[src/rtl/vseq_regbank.sv]
module vseq_regbank #(
  parameter int DW     = 8,
  parameter int PLANES = 4,
  parameter int FONTW  = 3,
  parameter int FBASEW = 16,
  parameter int NLOCAL = 5,
  parameter int BLANK_BIT = 5
) (
  input  logic              clk,
  input  logic              rst,
  input  logic              port_sel,
  input  logic              wr_en,
  input  logic              rd_en,
  input  logic [DW-1:0]     wdata,
  output logic [DW-1:0]     rdata,
  input  logic              ext_present,
  input  logic [DW-1:0]     ext_rdata,
  output logic [DW-1:0]     ext_index,
  output logic              ext_wr,
  output logic              ext_rd,
  output logic [PLANES-1:0] plane_we,
  output logic [FONTW-1:0]  font_a,
  output logic [FONTW-1:0]  font_b,
  output logic [FBASEW-1:0] font_a_base,
  output logic [FBASEW-1:0] font_b_base,
  output logic              chained,
  output logic              odd_even,
  output logic              text_mode,
  output logic              screen_off,
  output logic              retime_pulse
);
  localparam int SHIFT = FBASEW - FONTW;
  localparam logic [DW-1:0] I_RST  = DW'(0);
  localparam logic [DW-1:0] I_CLK  = DW'(1);
  localparam logic [DW-1:0] I_MASK = DW'(2);
  localparam logic [DW-1:0] I_FONT = DW'(3);
  localparam logic [DW-1:0] I_MEM  = DW'(4);
  localparam logic [DW-1:0] LAST   = DW'(NLOCAL - 1);
  localparam logic [DW-1:0] KEEP   = ~(DW'(1) << BLANK_BIT);

  logic [DW-1:0]     idx_q, rst_q, clk_q, font_q, mem_q;
  logic [PLANES-1:0] mask_q;
  logic              pulse_q;

  wire data_wr  = wr_en & port_sel;
  wire idx_wr   = wr_en & ~port_sel;
  wire is_ext   = idx_q > LAST;
  wire clk_wr   = data_wr && idx_q == I_CLK;
  wire timing_d = |((wdata ^ clk_q) & KEEP);

  always_ff @(posedge clk) begin
    if (rst) begin
      idx_q   <= '0;
      rst_q   <= '0;
      clk_q   <= '0;
      mask_q  <= '0;
      font_q  <= '0;
      mem_q   <= '0;
      pulse_q <= 1'b0;
    end else begin
      pulse_q <= clk_wr & timing_d;
      if (idx_wr) idx_q <= wdata;
      if (data_wr) begin
        case (idx_q)
          I_RST:   rst_q  <= wdata;
          I_CLK:   clk_q  <= wdata;
          I_MASK:  mask_q <= wdata[PLANES-1:0];
          I_FONT:  font_q <= wdata;
          I_MEM:   mem_q  <= wdata;
          default: ;
        endcase
      end
    end
  end

  always_comb begin
    if (!port_sel) rdata = idx_q;
    else begin
      case (idx_q)
        I_RST:   rdata = rst_q;
        I_CLK:   rdata = clk_q;
        I_MASK:  rdata = DW'(mask_q);
        I_FONT:  rdata = font_q;
        I_MEM:   rdata = mem_q;
        default: rdata = ext_present ? ext_rdata : '0;
      endcase
    end
  end

  assign ext_index    = idx_q;
  assign ext_wr       = data_wr & is_ext & ext_present;
  assign ext_rd       = rd_en & port_sel & is_ext & ext_present;
  assign plane_we     = mask_q;
  assign font_a       = {font_q[1:0], font_q[4]};
  assign font_b       = {font_q[3:2], font_q[5]};
  assign font_a_base  = {font_a, SHIFT'(0)};
  assign font_b_base  = {font_b, SHIFT'(0)};
  assign chained      = mem_q[3];
  assign odd_even     = mem_q[2];
  assign text_mode    = mem_q[0];
  assign screen_off   = clk_q[BLANK_BIT];
  assign retime_pulse = pulse_q;
endmodule

[config.mk]
export PLATFORM = sky130hd
export DESIGN_NAME = vseq_regbank
export DESIGN_NICKNAME = d
export VERILOG_FILES = /design/src/rtl/vseq_regbank.sv
export SDC_FILE = /design/constraint.sdc
export NUM_CORES = 1
export LEC_CHECK = 0
export ABC_CLOCK_PERIOD_IN_PS = 5400
export BUFFER_PORTS_ARGS = -buffer_cell sky130_fd_sc_hd__buf_4
export CAP_MARGIN = 5
export CORE_ASPECT_RATIO = 0.75
export CORE_MARGIN = 2
export CORE_UTILIZATION = 25
export CTS_BUF_LIST = sky130_fd_sc_hd__clkbuf_8
export CTS_CLUSTER_SIZE = 8
export DETAILED_ROUTE_END_ITERATION = 6
export GPL_TIMING_DRIVEN = 0
export PLACE_DENSITY = 0.55
export SYNTH_ARGS = -nofsm -noshare
export SYNTH_HDL_FRONTEND = slang
export SYNTH_SLANG_ARGS = --single-unit
[constraint.sdc]
create_clock -name clk -period 5.4 [get_ports clk]
set_input_delay 1.08 -clock clk [delete_from_list [all_inputs] [get_ports clk]]
set_output_delay 1.08 -clock clk [all_outputs]
set_load 0.005 [all_outputs]
# Word-level counts from Yosys, hierarchy flattened
# Index checks and enable logic that the tools add are counted.
# op_classes
n_mux	3
bitwise	10
reduce_logical	8
magnitude_cmp	1
n_eq_ne	4
# op_table
op	count
case mux 8 bit (5 select lines)	1
== test 8 x 2 -> 1 bit (second input constant)	2
2-to-1 mux 8 bit	2
AND reduction 2 bit	5
bitwise AND 1 bit	8
== test 8 x 1 -> 1 bit (second input constant)	1
== test 8 x 3 -> 1 bit (second input constant)	1
greater-than comparator 8 x 3 -> 1 bit (second input constant)	1
logical NOT 8 bit	1
bitwise XOR 8 bit	1
OR reduction 7 bit	1
logical AND 1 bit	1
inverter 1 bit	1
# word_totals
regBits	45

# Longest topological paths before layout
# Gate-level depths: netlist of the first run.
# depth
ltp_word	3
depth_mapped	6
mapped_depth_nobuf	4

# Worst setup path before layout of the first run
# No wires, ideal clock.
# synth_timing
kind	input port to output port
from	input port_sel
to	output rdata[1]
stages	5
t_arrival_ns	1.914
slack_ns	2.406
n_path_buf	2
t_required_ns	4.320
cell_sequence	clkbuf_1 -> clkbuf_1 -> o31ai_1 -> o31ai_1 -> o311ai_0
# synth_between
elab_chain_len	1
# synth_rtl
element	line	rtl
start, declared	11	input logic port_sel,
2-to-1 mux 8 bit	77	if (!port_sel) rdata = idx_q;
end, declared	15	output logic [DW-1:0] rdata,
# No other way between the ends.

# Worst setup path in the final report of the first run
# Ends and elaborated chain as after synthesis.

==> run metrics, run 1 <==
status finished, final reports clean; post-route minimum period 3.83 ns; Area Growth Syn to Fin 29.6%; num rows 32; Seq/Total Area, Yosys 34.3%; remaining global-route overflow 0; Mapped Area 2630 µm²; worst setup margin 1.57 ns; 1st-pass router iterations 4; synth top area cells dfxtp_1 34%, mux2i_1 17%, buf_4 11%; Post-synth EDFFs 0; mux share of post-synthesis cell area 18.5%; antenna violations before repair 0; Slew Viols, Final 0; total I/O pin count 87; core area 10200 µm²; post-route ant nets 0; share of the synthesized area in the top cell type 34.3%; CTS Buf Count 5; CTS root buffer clkbuf_8; post-synthesis adder-cell area fraction 0%; final hold vios 0; Yosys warnings 0; Synth Area per Inst 8.87 µm²; global-route wire length before repair 12.1 mm; vias per inst 4.41; CTS Buffer Depth 2; Fmax 261 MHz; largest net degree at the start of global routing 14; Mapped Cells 296; Seq cells post-synth 45; ANT cells 0; post-synth cell types 40; number of global-route vias before repair 2236; CP Launch Point port_sel; Post-synth top flop dfxtp_1; Slew Limit Headroom 52.0%; setup TNS 0 ns; Hold Crit Start rst_q[2]; RSZ-0062 raised after global routing no; largest family of logic cells by synthesized area simple AND/OR/NAND/NOR gates; clk sink count 45; Die W 122 µm; Reg clk slew, reported paths 0.08 ns; RD Place Congestion 0.857; simple logic cell fraction of the synthesized area 21.5%; Die Y-Extent 92.7 µm; area leader, netlist dfxtp_1; Final period util 71.0%; # port buffers 55; DP Worst Slack 1.63 ns; register area 901 µm²; Critical Path AT 2.75 ns; final setup fails 0; wire per inst 14.9 µm; Pleak 1.66 nW; Hold Buf Count CTS 0; maximum VDD drop 0.0889 mV; DR DRC count 0; Total GRT Usage 14.1%; Initial Utilization 25.6%; CTS tree built; Resized cells post-CTS 0; skew final 0.00488 ns; Tightest Hold Check Type flip-flop to flip-flop; Vias 2291; CP endpoint kind output pin; critical path startpoint category primary input; max-cap violation count 0; clk_lat worst skew 0.30 ns; # nets final 405; Detail Placement HPWL 5.86 mm; Slew @ Worst Pin 0.718 ns; die area 11300 µm²; required time of the worst setup path 4.32 ns; post-CTS setup buffer count 0; Filler cells 1086; ratio of cells with drive above 1 in the final layout 30.7%; Pwr Density 209 nW/µm²; XOR/XNOR share of the synthesized area 2.34%; final WL 7.75 mm; area of the multi-input gates 1450 µm²; worst r2r src ext_index[1]; compound-gate portion of the synthesized area 9.10%; post-synthesis async set-or-reset flop share 0%; H-Tree Depth 2; CP max FO 10; initial DRC count 130; worst setup path class primary input to output pin
==> cell usage after synthesis, types with 5 or more instances <==
cell type  number
nand2_1        20
nor2b_1         5
buf_4          38
mux2i_1        44
nand4_1         5
nand2b_1        5
dfxtp_1        45
clkbuf_1       12
o21ai_0         5
a21oi_1        11
nor2_1         42
==> routing by layer <==
layer  global-route usage (%)  wire length (µm)  vias up
met3                     3.69               676        7
met1                     19.7              3580     1073
met4                     4.41                78        0
met5                        0                 0        -
li1                         -                 -     1133
met2                     21.1              3410       78
==> registers in the layout, summed over array words and instances, names as in the netlist <==
register      flops
clk_q             8
ext_index         8
font_q            8
mem_q             8
rst_q             8
plane_we          4
retime_pulse      1
==> cell usage in the layout, fill, tap and decap left out, types with 3 or more instances in the layout <==
master | synthesis | final
a21oi_1 | 11 | 11
dfxtp_1 | 45 | 45
nand2_1 | 20 | 20
nand4_1 | 5 | 5
or2_2 | 3 | 3
clkbuf_1 | 12 | 12
mux2i_1 | 44 | 44
o21ai_0 | 5 | 5
o22ai_1 | 3 | 3
conb_1 | 1 | 26
a221o_1 | 3 | 3
buf_2 | 4 | 4
xor2_1 | 3 | 3
clkbuf_8 | 0 | 7
buf_4 | 38 | 93
nor2_1 | 42 | 42
and2_1 | 3 | 3
nand3b_1 | 4 | 4
nor2b_1 | 5 | 5
inv_1 | 4 | 4
and3_1 | 3 | 3
a32oi_1 | 3 | 3
xnor2_1 | 4 | 4
nand2b_1 | 5 | 5
==> power breakdown <==
| part | switching (W) | total (W) | internal, W |
|---|---|---|---|
| Sequential | 0.00000794 | 0.000346 | 0.000339 |
| Clock | 0.000118 | 0.000233 | 0.000116 |
| Combinational | 0.0000716 | 0.000131 | 0.0000598 |
==> kinds of logic after synthesis <==
logic type                after synthesis
and+or+nand+nor                       104
muxes                                  46
AOI/OAI and AO/OA                      34
DFF                                    45
xor gates and xnor gates                7
buffers and inverters                  59
other                                   1
==> final timing paths <==
| check | end | slack (ns) | cells after the start |
|---|---|---|---|
| worst max register to register | mem_q[6] | 3.29 | 5 |
| worst max-delay path | rdata[1] | 1.57 | 7 |
| worst min register to register | rst_q[2] | 0.46 | 2 |
| worst min-delay path | rst_q[2] | 0.46 | 2 |
==> through the flow <==
stage          power, W  cell area [µm²]  hold slack (ns)  utilization [%]  cells
2_1_floorplan  0.000435             2720            0.429                -    321
3_3_place_gp   0.000483             3300            0.438             32.2    512
3_5_place_dp   0.000485             3300            0.448             32.2    512
4_1_cts        0.000719             3400            0.459             33.2    520
5_1_grt        0.000746             3400            0.485             33.2    520
6_report       0.000711             3400            0.459             33.2    520
==> worst max-delay path, stage by stage <==
cell and delay [ns]:
buf_4 0.13, clkbuf_1 0.38, clkbuf_1 0.44, o31ai_1 0.19
o31ai_1 0.14, o311ai_0 0.21, buf_4 0.18
==> layout make-up <==
type | count | area share [%]
clock buffer | 7 | 2.83
inverter | 4 | 0.441
sequential | 45 | 26.5
buffer | 55 | 10.4
tap | 136 | 5.00
multi-input combinational | 217 | 42.6
timing repair buffer | 55 | 12.1
clock inverter | 1 | 0.147
Power figures use the tool's default switching activity.
==> run 2: changes to the inputs <==
Settings changed: ABC_AREA from default to 1, ABC_CLOCK_PERIOD_IN_PS 5400 to 3700.
Clock period 5.4 ns to 3.7 ns, I/O delays scaled along.
==> run 2 against run 1 <==
Cell count is 13% higher. Wire length shrank 1.9%. Non-clock buffer count unchanged. Worst setup slack worse by 0.52 ns. Final area is 1.8% higher. Sequential share of layout area fell by 0.47 points. Largest power group unchanged. Highest routed layer unchanged. Count of clock-buffer cells in the layout shrank 2. Combinational power is 75% higher.
==> run metrics, run 2 <==
status finished, final reports clean; CP endpoint kind output pin; Synth Area per Inst 7.39 µm²; Hold Buf Count CTS 0; # port buffers 58; CTS Buf Count 5; Post-synth EDFFs 0; Slew Viols, Final 0; Pwr Density 301 nW/µm²; Tightest Hold Check Type flip-flop to flip-flop; Vias 2591; CP max FO 10; Seq cells post-synth 45; synth top area cells dfxtp_1 34%, buf_4 11%, a21oi_1 8.0%; ratio of cells with drive above 1 in the final layout 31.3%; cell chain of the critical path nor2_2 > nand2_4 > inv_2 > buf_2 > nand3_1 > nand3_1 > nor2_1 > a21oi_1 > buf_4; Die W 124 µm; H-Tree Depth 2; global-route wire length before repair 12.1 mm; maximum VDD drop 0.139 mV; R2R Setup Slk 2.13 ns; num rows 32; Post-Place Cell Area 3380 µm²; post-CTS setup buffer count 0; share of the synthesized area in the top cell type 33.6%; final hold vios 0; placed cells 582; post-route minimum period 2.65 ns; ANT cells 0; Critical Path AT 1.91 ns; DR DRC count 0; Hold Crit Depth 2; initial DRC count 190; clk sink count 45; number of global-route vias before repair 2335; mux share of post-synthesis cell area 0%; Hold Crit Start plane_we[3]; wire per inst 12.9 µm; Post-synth top cells 45 x dfxtp_1, 45 x nand2_1, 43 x a21oi_1, 40 x buf_4, 35 x nor2_1; Post-synth top flop dfxtp_1; Worst Hold End plane_we[3]; die area 11600 µm²; RSZ-0062 raised after global routing no; post-synth cell types 29; largest net degree at the start of global routing 14; worst reg2reg path endpoint mem_q[6]; commonest non-fill, non-tap cell in the layout buf_4; final instance area 3460 µm²; Reg clk slew, reported paths 0.08 ns; CTS root buffer clkbuf_8; cells on worst reg2reg path 7; clk_lat worst skew 0.30 ns; post-synthesis adder-cell area fraction 0%; Seq/Total Area, Yosys 33.6%; XOR/XNOR share of the synthesized area 1.63%; antenna violations before repair 0; setup TNS 0 ns; core area 10400 µm²; Die Y-Extent 93.7 µm; vias per inst 4.39; most frequent cells in the layout 98 x buf_4, 45 x nand2_1, 45 x dfxtp_1; 1st-pass router iterations 4; compound-gate portion of the synthesized area 17.3%; final setup fails 0; Yosys warnings 0; crit-path max cell delay 0.36 ns; worst r2r src ext_index[2]; remaining global-route overflow 0; largest family of logic cells by synthesized area simple AND/OR/NAND/NOR gates; max-cap violation count 0; total I/O pin count 87; critical path startpoint category flip-flop; simple logic cell fraction of the synthesized area 29.8%; Total GRT Usage 13.4%; area leader, netlist dfxtp_1; post-synthesis async set-or-reset flop share 0%; RD Place Congestion 0.808; Slew Limit Headroom 63.6%; Initial Utilization 25.9%; worst setup path class flip-flop to output pin; non-filler instance count after layout 590; post-route ant nets 0; Mapped Cells 363; Top cell by count, worst path nand3_1; Area Growth Syn to Fin 29.2%; required time of the worst setup path 2.96 ns; Mapped Area 2680 µm²; Pleak 1.72 nW; Final period util 71.6%; Resized cells post-CTS 0; Crit-path slowest cell dfxtp_1; CTS tree built; final WL 7.60 mm; Fmax 377 MHz; CTS Buffer Depth 2; skew final 0.00482 ns; # nets final 475; Slew @ Worst Pin 0.546 ns; Detail Placement HPWL 5.98 mm
-- run 2: cell types whose count changed in the layout (fill, tap and decap cells not counted), moves of 7 or more --
cell / change
o21ai_0: +9
o21ai_1: +25
clkbuf_1: -7
mux2i_1: -44
nand3_1: +31
nand2_1: +25
a21oi_1: +32
nor2_1: -7
inv_1: +20
-- run 2: layout make-up --
cell class / instances / area (µm²)
Tap cell: 136 / 170
Sequential cell: 45 / 901
Buffer: 52 / 372
Timing Repair Buffer: 58 / 435
Inverter: 27 / 101
Multi-Input combinational cell: 264 / 1400
Clock buffer: 5 / 68.8
Fill cell: 1129 / 6910
Clock inverter: 3 / 13.8
-- run 2: cells by family (layout without fill, tap and decap cells) --
group / Yosys count / in the layout
AO/OA/AOI/OAI: 88 / 88
XOR/XNOR: 5 / 5
buffers and inverters: 79 / 145
flip-flops: 45 / 45
other: 1 / 26
AND/OR/NAND/NOR: 145 / 145
-- run 2: per-layer routing --
metal	up-vias	global-route usage, %	share of wire, %
li1	1314	-	-
met1	1201	19.8	49
met2	74	20.7	45
met3	2	2.67	5.4
met4	0	1.42	0.16
met5	-	0	0
-- run 2: where the power goes --
group          internal, W  switching, W
clock network     0.000129      0.000172
logic            0.0000947      0.000135
registers         0.000499     0.0000153
total             0.000722      0.000322
-- run 2: how the worst max path moves through the flow --
stage                       from  slack (ns)       end  cells after the start
CTS                 ext_index[4]        1.05  rdata[6]                      9
floorplan            ext_present        1.54  rdata[0]                      6
global placement     ext_present        1.25  rdata[6]                      7
global route        ext_index[4]        0.89  rdata[6]                      9
finish              ext_index[4]        1.05  rdata[6]                      9
detailed placement   ext_present        1.25  rdata[6]                      7
-- run 2: per-stage QoR --
step / hold WS [ns] / total power [W] / setup WS, ns / util (%)
2_1_floorplan: 0.490 / 0.000673 / 1.54 / -
3_3_place_gp: 0.505 / 0.000750 / 1.25 / 32.6
3_5_place_dp: 0.511 / 0.000754 / 1.25 / 32.6
4_1_cts: 0.527 / 0.00105 / 1.05 / 33.4
5_1_grt: 0.543 / 0.00110 / 0.888 / 33.4
6_report: 0.527 / 0.00104 / 1.05 / 33.4
-- run 2: worst max-delay path, delay by kind of cell (launching register included) --
| family | cells | cell delay (ns) |
|---|---|---|
| buffers and inverters | 3 | 0.55 |
| AO/OA/AOI/OAI | 1 | 0.17 |
| flip-flops | 1 | 0.36 |
| AND/OR/NAND/NOR | 5 | 0.54 |
